## config.mk

```make
export PLATFORM = sky130hd
export DESIGN_NAME = timebase_split
export DESIGN_NICKNAME = d
export VERILOG_FILES = /design/src/rtl/timebase_split_pkg.sv /design/src/rtl/timebase_split_regs.sv /design/src/rtl/timebase_split_count.sv /design/src/rtl/timebase_split_rdport.sv /design/src/rtl/timebase_split.sv
export SDC_FILE = /design/constraint.sdc
export NUM_CORES = 1
export LEC_CHECK = 0
export BUFFER_PORTS_ARGS = -buffer_cell sky130_fd_sc_hd__clkbuf_2
export CAP_MARGIN = 5
export CORE_MARGIN = 1.5
export CORE_UTILIZATION = 30
export DETAILED_ROUTE_END_ITERATION = 16
export SYNTH_ARGS = -nofsm -noshare
export SYNTH_HDL_FRONTEND = slang
export SYNTH_SLANG_ARGS = --single-unit
```

## constraint.sdc

```tcl
create_clock -name clk -period 3.05 [get_ports clk]
set_clock_uncertainty 0.2 [all_clocks]
set_input_delay 0.4575 -clock clk [delete_from_list [all_inputs] [get_ports clk]]
set_output_delay 0.4575 -clock clk [all_outputs]
set_load 0.02 [all_outputs]
```

## src/rtl/timebase_split_pkg.sv

```systemverilog
package timebase_split_pkg;

  localparam int unsigned OFS_HI_WR  = 'h00;
  localparam int unsigned OFS_LO_WR  = 'h04;
  localparam int unsigned OFS_HI_RD  = 'h08;
  localparam int unsigned OFS_LO_RD  = 'h0C;
  localparam int unsigned OFS_RAW_HI = 'h24;
  localparam int unsigned OFS_RAW_LO = 'h28;
  localparam int unsigned OFS_DBG_EN = 'h2C;
  localparam int unsigned OFS_PAUSE  = 'h30;
  localparam int unsigned OFS_LOCK   = 'h34;
  localparam int unsigned OFS_SRC    = 'h38;

  typedef enum logic {
    SRC_TICK = 1'b0,
    SRC_CLK  = 1'b1
  } src_sel_e;

endpackage

```

## src/rtl/timebase_split_regs.sv

```systemverilog
module timebase_split_regs
  import timebase_split_pkg::*;
#(
  parameter int unsigned ADDR_W = 8,
  parameter int unsigned HALF_W = 32,
  parameter int unsigned DBG_N  = 2
) (
  input  logic                  clk,
  input  logic                  rst_n,
  input  logic [ADDR_W-1:0]     bus_addr,
  input  logic [HALF_W-1:0]     bus_wdata,
  input  logic                  bus_wr,
  output logic                  load_o,
  output logic [2*HALF_W-1:0]   load_val_o,
  output logic                  pause_o,
  output src_sel_e              src_o,
  output logic                  lock_o,
  output logic [DBG_N-1:0]      dbg_en_o
);

  logic              wr_ok;
  logic [HALF_W-1:0] stage_q;
  logic              pause_q;
  src_sel_e          src_q;
  logic              lock_q;
  logic [DBG_N-1:0]  dbg_en_q;

  function automatic logic hit(input logic [ADDR_W-1:0] a, input int unsigned ofs);
    return a == ADDR_W'(ofs);
  endfunction

  assign wr_ok = bus_wr & ~lock_q;

  always_ff @(posedge clk or negedge rst_n) begin
    if (!rst_n) begin
      stage_q  <= '0;
      pause_q  <= 1'b0;
      src_q    <= SRC_TICK;
      lock_q   <= 1'b0;
      dbg_en_q <= '0;
    end else if (wr_ok) begin
      if (hit(bus_addr, OFS_LO_WR))  stage_q  <= bus_wdata;
      if (hit(bus_addr, OFS_PAUSE))  pause_q  <= bus_wdata[0];
      if (hit(bus_addr, OFS_SRC))    src_q    <= src_sel_e'(bus_wdata[0]);
      if (hit(bus_addr, OFS_LOCK))   lock_q   <= bus_wdata[0];
      if (hit(bus_addr, OFS_DBG_EN)) dbg_en_q <= bus_wdata[DBG_N-1:0];
    end
  end

  assign load_o     = wr_ok & hit(bus_addr, OFS_HI_WR);
  assign load_val_o = {bus_wdata, stage_q};
  assign pause_o    = pause_q;
  assign src_o      = src_q;
  assign lock_o     = lock_q;
  assign dbg_en_o   = dbg_en_q;

  // lock is sticky
  a_r10_lock_sticky: assert property (@(posedge clk) disable iff (!rst_n)
    lock_q |=> lock_q);

  // locked registers never change
  a_r10_frozen: assert property (@(posedge clk) disable iff (!rst_n)
    lock_q |=> ($stable(pause_q) && $stable(src_q) && $stable(dbg_en_q) && $stable(stage_q)));

  // staging word only moves on a low-write
  a_r4_stage_hold: assert property (@(posedge clk) disable iff (!rst_n)
    !(bus_wr && hit(bus_addr, OFS_LO_WR)) |=> $stable(stage_q));

endmodule

```

## src/rtl/timebase_split_count.sv

```systemverilog
module timebase_split_count
  import timebase_split_pkg::*;
#(
  parameter int unsigned CNT_W = 64,
  parameter int unsigned DBG_N = 2
) (
  input  logic              clk,
  input  logic              rst_n,
  input  logic              tick_en,
  input  src_sel_e          src_sel,
  input  logic              pause,
  input  logic [DBG_N-1:0]  dbg_act,
  input  logic [DBG_N-1:0]  dbg_en,
  input  logic              load,
  input  logic [CNT_W-1:0]  load_val,
  output logic [CNT_W-1:0]  count_o,
  output logic              advance_o
);

  logic [CNT_W-1:0] count_q;
  logic             halted;
  logic             event_sel;

  function automatic logic [CNT_W-1:0] next_count(
    input logic [CNT_W-1:0] cur, input logic ld,
    input logic [CNT_W-1:0] ldv, input logic adv);
    if (ld)       return ldv;
    else if (adv) return cur + CNT_W'(1);
    else          return cur;
  endfunction

  assign halted    = pause | (|(dbg_act & dbg_en));
  assign event_sel = (src_sel == SRC_CLK) ? 1'b1 : tick_en;
  assign advance_o = event_sel & ~halted;

  always_ff @(posedge clk or negedge rst_n) begin
    if (!rst_n) count_q <= '0;
    else        count_q <= next_count(count_q, load, load_val, advance_o);
  end

  assign count_o = count_q;

  // one step per qualifying event
  a_r2_step: assert property (@(posedge clk) disable iff (!rst_n)
    (!load && advance_o) |=> (count_q == $past(count_q) + CNT_W'(1)));

  // load wins
  a_r5_load_wins: assert property (@(posedge clk) disable iff (!rst_n)
    load |=> (count_q == $past(load_val)));

  // no tick, no step in tick mode
  a_r3_tick_gate: assert property (@(posedge clk) disable iff (!rst_n)
    (!load && src_sel == SRC_TICK && !tick_en) |=> $stable(count_q));

  // pause holds
  a_r8_pause_hold: assert property (@(posedge clk) disable iff (!rst_n)
    (!load && pause) |=> $stable(count_q));

  // enabled debug activity holds
  a_r9_dbg_hold: assert property (@(posedge clk) disable iff (!rst_n)
    (!load && (|(dbg_act & dbg_en))) |=> $stable(count_q));

endmodule

```

## src/rtl/timebase_split_rdport.sv

```systemverilog
module timebase_split_rdport
  import timebase_split_pkg::*;
#(
  parameter int unsigned ADDR_W = 8,
  parameter int unsigned HALF_W = 32,
  parameter int unsigned DBG_N  = 2
) (
  input  logic                 clk,
  input  logic                 rst_n,
  input  logic [ADDR_W-1:0]    bus_addr,
  input  logic                 bus_rd,
  input  logic [2*HALF_W-1:0]  count,
  input  logic                 pause,
  input  src_sel_e             src_sel,
  input  logic                 lock,
  input  logic [DBG_N-1:0]     dbg_en,
  output logic [HALF_W-1:0]    rdata_o
);

  logic [HALF_W-1:0] hi_latch_q;
  logic [HALF_W-1:0] rdata_q;
  logic [HALF_W-1:0] rd_mux;
  logic              capture;
  logic [HALF_W-1:0] live_hi;
  logic [HALF_W-1:0] live_lo;

  function automatic logic [HALF_W-1:0] bit_field(input logic b);
    return {{(HALF_W-1){1'b0}}, b};
  endfunction

  assign live_hi = count[2*HALF_W-1:HALF_W];
  assign live_lo = count[HALF_W-1:0];
  assign capture = bus_rd & (bus_addr == ADDR_W'(OFS_LO_RD));

  always_comb begin
    rd_mux = '0;
    if      (bus_addr == ADDR_W'(OFS_LO_RD))  rd_mux = live_lo;
    else if (bus_addr == ADDR_W'(OFS_HI_RD))  rd_mux = hi_latch_q;
    else if (bus_addr == ADDR_W'(OFS_RAW_HI)) rd_mux = live_hi;
    else if (bus_addr == ADDR_W'(OFS_RAW_LO)) rd_mux = live_lo;
    else if (bus_addr == ADDR_W'(OFS_PAUSE))  rd_mux = bit_field(pause);
    else if (bus_addr == ADDR_W'(OFS_SRC))    rd_mux = bit_field(src_sel == SRC_CLK);
    else if (bus_addr == ADDR_W'(OFS_LOCK))   rd_mux = bit_field(lock);
    else if (bus_addr == ADDR_W'(OFS_DBG_EN)) rd_mux = {{(HALF_W-DBG_N){1'b0}}, dbg_en};
  end

  always_ff @(posedge clk or negedge rst_n) begin
    if (!rst_n) begin
      hi_latch_q <= '0;
      rdata_q    <= '0;
    end else begin
      if (capture) hi_latch_q <= live_hi;
      rdata_q <= bus_rd ? rd_mux : '0;
    end
  end

  assign rdata_o = rdata_q;

  // capture takes the high half of the same instant
  a_r6_capture: assert property (@(posedge clk) disable iff (!rst_n)
    capture |=> (hi_latch_q == $past(live_hi)));

  // latch untouched by any other access
  a_r7_latch_hold: assert property (@(posedge clk) disable iff (!rst_n)
    !capture |=> $stable(hi_latch_q));

endmodule

```

## src/rtl/timebase_split.sv

```systemverilog
module timebase_split
  import timebase_split_pkg::*;
#(
  parameter int unsigned ADDR_W = 8,
  parameter int unsigned HALF_W = 32,
  parameter int unsigned DBG_N  = 2,
  localparam int unsigned CNT_W = 2 * HALF_W
) (
  input  logic              clk,
  input  logic              rst_n,
  input  logic [ADDR_W-1:0] bus_addr,
  input  logic [HALF_W-1:0] bus_wdata,
  input  logic              bus_wr,
  input  logic              bus_rd,
  output logic [HALF_W-1:0] bus_rdata,
  input  logic              tick_en,
  input  logic [DBG_N-1:0]  dbg_act,
  output logic [CNT_W-1:0]  time_o
);

  logic             load;
  logic [CNT_W-1:0] load_val;
  logic             pause;
  src_sel_e         src_sel;
  logic             lock;
  logic [DBG_N-1:0] dbg_en;
  logic [CNT_W-1:0] count;
  logic             advance;

  timebase_split_regs #(.ADDR_W(ADDR_W), .HALF_W(HALF_W), .DBG_N(DBG_N)) regs_i (
    .clk(clk), .rst_n(rst_n), .bus_addr(bus_addr), .bus_wdata(bus_wdata),
    .bus_wr(bus_wr), .load_o(load), .load_val_o(load_val), .pause_o(pause),
    .src_o(src_sel), .lock_o(lock), .dbg_en_o(dbg_en)
  );

  timebase_split_count #(.CNT_W(CNT_W), .DBG_N(DBG_N)) count_i (
    .clk(clk), .rst_n(rst_n), .tick_en(tick_en), .src_sel(src_sel),
    .pause(pause), .dbg_act(dbg_act), .dbg_en(dbg_en), .load(load),
    .load_val(load_val), .count_o(count), .advance_o(advance)
  );

  timebase_split_rdport #(.ADDR_W(ADDR_W), .HALF_W(HALF_W), .DBG_N(DBG_N)) rd_i (
    .clk(clk), .rst_n(rst_n), .bus_addr(bus_addr), .bus_rd(bus_rd),
    .count(count), .pause(pause), .src_sel(src_sel), .lock(lock),
    .dbg_en(dbg_en), .rdata_o(bus_rdata)
  );

  assign time_o = count;

  // zero count right after reset
  a_r1_reset_zero: assert property (@(posedge clk)
    $rose(rst_n) |-> (count == '0));

  // a locked block never loads
  a_r10_no_load: assert property (@(posedge clk) disable iff (!rst_n)
    (lock && !advance) |=> $stable(count));

endmodule

```

==> run_results.csv <==
group,metric,value,unit
drt,initialDrtViolationCount,927,
synthesis,synth_ff_type,"dfrtp_1",
clock_tree,clk_path_buf_depth,2,
clock_tree,clock_latency,0.43,ns
synthesis,yosys-top-cells-area,"dfrtp_1 51%, mux2_2 9.4%, a222oi_1 3.2%",
worst_setup_path,cp-end-kind,"register",
worst_setup_path,path_buf_inv,1,
drt,vias_per_cell,5.59,
timing,fin_setup_tns,0,ns
place,post-place-ws,0.381,ns
global_routing,grt_pass1_wl,41600,um
floorplan,die_area,28300,um2
timing,timing.final.crit_period,2.69,ns
timing,maxSlewHeadroom,0.580,
place,placed_cells,1246,
synthesis,synth_area,8180,um2
global_routing,grt_pass1_vias,7060,
synthesis,yosysWarnings,0,
drt,drt_pass1_iterations,5,
power,powerDensity,529,nW/um2
place,place_area,9410,um2
job,maxCapViolCount,0,
drt,drc,0,
worst_setup_path,crit_path_start_kind,"register",
worst_setup_path,crit_type,"register to register",
place,gp_congestion,0.862,
timing,drv_slew,0,
drt,final_antenna_net_count,0,
floorplan,core_region_area,26900,um2
timing,hold_slack,0.0762,ns
power,combPwrFrac,0.119,
synthesis,avgSynthCellArea,10.5,um2
power,internal-power,3.79,mW
finish,fillCellCount,2741,
worst_setup_path,crit_family,"simple AND/OR/NAND/NOR gates",
timing,tightest_slew,0.630,ns
worst_setup_path,critPathSlowestCell,"dfrtp_1",
timing,grt_setup_unrepaired,"false",
drt,finalWirelength,26400,um
finish,design_area,10000,um2
synthesis,async_reset_ff_frac,1.00,
clock_tree,postCtsSetupBuffers,0,
clock_tree,cts.sinks,165,
clock_tree,cts_root_buf,"clkbuf_16",
power,power_frac_clock,0.412,
power,power.leakage,4.50,nW
global_routing,grt_overflow,0,
clock_tree,cts_made_buffers,17,
min_path,hold_path.class,"input port to register",
clock_tree,cts-resized-gates,0,
floorplan,die_x,168,um
synthesis,ys_seq_area_frac,0.505,
clock_tree,cts_tree,"done",
clock_tree,hold_buffers,1,
global_routing,antenna_found_initial,1,
finish,drive_above_1_share,0.303,
power,vdd_drop_max,0.307,mV
finish,syn2layout_area_growth,22.3,%
worst_setup_path,worst-endpoint-required,3.20,ns
timing,hold_viol_final,0,
power,switchingPower,1.50,mW
worst_setup_path,max_stage_delay,0.51,ns
timing,setup-violations-final,0,
clock_tree,cts.htree.levels,4,
finish,antenna_cells,0,
synthesis,postSynthCellCount,780,
synthesis,synth_largest_area_cell,"dfrtp_1",
timing,fin_ws,0.363,ns
synthesis,synth_seq_cells,165,
clock_tree,clk_pin_slew,0.07,ns
floorplan,num_rows,60,
synthesis,synth_fp_nets,828,
status,status,"finished clean",
floorplan,die_height,168,um
floorplan,initial_utilization,0.304,
synthesis,synth_top_area_share,0.505,
power,seqPwrFrac,0.469,
synthesis,ys_types,56,
global_routing,grt_max_degree,86,
timing,fmax,0.372,GHz
finish,nets,973,
drt,vias,7148,
power,swShare,0.284,
global_routing,track_usage,0.193,
finish,postLayoutCoreUtil,0.372,
drt,wl_per_cell,20.7,um
worst_setup_path,cp.arrival,2.84,ns
power,finalPower,5.29,mW
place,dpl.hpwl,18900,um
place,io_buffers,142,
floorplan,ios,143,
timing,period_share,0.881,
synthesis,synth_edf_count,0,
worst_setup_path,crit_chain,"and2_1, and4_1, nand3_1, buf_4, or4_1, a31oi_1",
worst_setup_path,path_max_fanout,10,
finish,fin_cells,1278,
[state kept, by name (all words and copies together) (netlist names)]
register / flops
count_i.count_o: 64
rd_i.hi_latch_q: 32
rd_i.rdata_o: 32
regs_i.dbg_en_o: 2
regs_i.lock_o: 1
regs_i.pause_o: 1
regs_i.src_o: 1
regs_i.stage_q: 32
[layout make-up]
cell class | instances | area (um2) | area share
multi-input cells | 559 | 3840 | 0.384
flip-flops and latches | 165 | 4130 | 0.413
clock buffers | 22 | 464 | 0.0464
well taps | 341 | 427 | 0.0427
repair buffers | 174 | 997 | 0.0997
inverters | 8 | 30.0 | 0.00300
clock inverters | 9 | 119 | 0.0119
[logic make-up after synthesis]
kind of cell | count (synthesis) | share of synthesized area
xor gates and xnor gates | 20 | 0.0214
and+or+nand+nor | 318 | 0.216
adders and majority gates | 1 | 0.00153
muxes | 68 | 0.0937
AOI/OAI and AO/OA | 152 | 0.135
buffers and inverters | 56 | 0.0272
DFF | 165 | 0.505
[worst reg2reg max path, stage by stage, from the launching register on]
cell	delay (ns)
dfrtp_1	0.51
and2_1	0.23
and4_1	0.43
nand3_1	0.31
buf_4	0.27
or4_1	0.48
a31oi_1	0.18
[power groups by stage]
stage / registers, mW / logic (mW) / clock network (mW)
finish: 2.48 / 0.629 / 2.18
CTS: 2.48 / 0.639 / 2.22
detailed placement: 2.52 / 0.634 / 0
global placement: 2.51 / 0.627 / 0
floorplan: 2.57 / 0.212 / 0
global route: 2.50 / 0.686 / 2.31
[layout by cell type (no fill, tap or decap), drive strengths merged, types with 3 or more instances in the layout]
master | synthesis | routed
nand4 | 24 | 24
a221oi | 4 | 4
mux2 | 68 | 68
or3 | 7 | 7
o31ai | 29 | 29
buf | 6 | 32
nor2b | 27 | 27
a222oi | 26 | 26
nand3 | 39 | 39
and4 | 6 | 6
and3 | 15 | 15
nor3 | 11 | 11
or4 | 31 | 31
clkbuf | 42 | 163
nor4 | 12 | 12
a31oi | 40 | 40
dfrtp | 165 | 165
and2 | 6 | 6
inv | 8 | 11
or4b | 3 | 3
nor2 | 60 | 60
nand2 | 68 | 68
xor2 | 10 | 10
o21ai | 30 | 30
xnor2 | 10 | 10
nor4b | 3 | 3
o221ai | 5 | 5
[routing by layer]
layer / up-vias / GRT usage / routed length [um]
li1: 3289 / - / -
met1: 3573 / 0.271 / 12300
met2: 260 / 0.304 / 12100
met3: 26 / 0.0371 / 1670
met4: 0 / 0.0493 / 351
met5: - / 0 / 0
[worst paths after layout]
| check | slack, ns | cells after the start | startpoint | endpoint |
|---|---|---|---|---|
| worst min register to register | 0.28 | 2 | regs_i.stage_q[9]$_DFFE_PN0P_ | count_i.count_o[9]$_DFFE_PN0P_ |
| worst max-delay path | 0.36 | 6 | count_i.count_o[4]$_DFFE_PN0P_ | count_i.count_o[40]$_DFFE_PN0P_ |
| min in group asynchronous | 0.39 | 2 | rst_n | rd_i.rdata_o[3]$_DFF_PN0_ |
| worst min-delay path | 0.08 | 2 | bus_wdata[26] | regs_i.stage_q[26]$_DFFE_PN0P_ |
| worst max register to register | 0.36 | 6 | count_i.count_o[4]$_DFFE_PN0P_ | count_i.count_o[40]$_DFFE_PN0P_ |
| max in group asynchronous | 1.55 | 3 | rst_n | regs_i.stage_q[29]$_DFFE_PN0P_ |
[synth_stat cells (3+ instances only)]
| cell | count |
|---|---|
| a221oi_1 | 4 |
| a222oi_1 | 26 |
| a31oi_1 | 40 |
| and2_1 | 4 |
| and3_1 | 15 |
| and4_1 | 6 |
| buf_2 | 5 |
| clkbuf_1 | 40 |
| dfrtp_1 | 165 |
| inv_1 | 8 |
| mux2_2 | 68 |
| nand2_1 | 68 |
| nand3_1 | 39 |
| nand4_1 | 22 |
| nor2_1 | 59 |
| nor2b_1 | 27 |
| nor3_1 | 11 |
| nor4_1 | 9 |
| o21ai_0 | 30 |
| o221ai_1 | 5 |
| o31ai_1 | 29 |
| or3_1 | 7 |
| or4_1 | 31 |
| or4b_2 | 3 |
| xnor2_1 | 10 |
| xor2_1 | 10 |
Note: power is estimated with default switching activity, not from simulation.
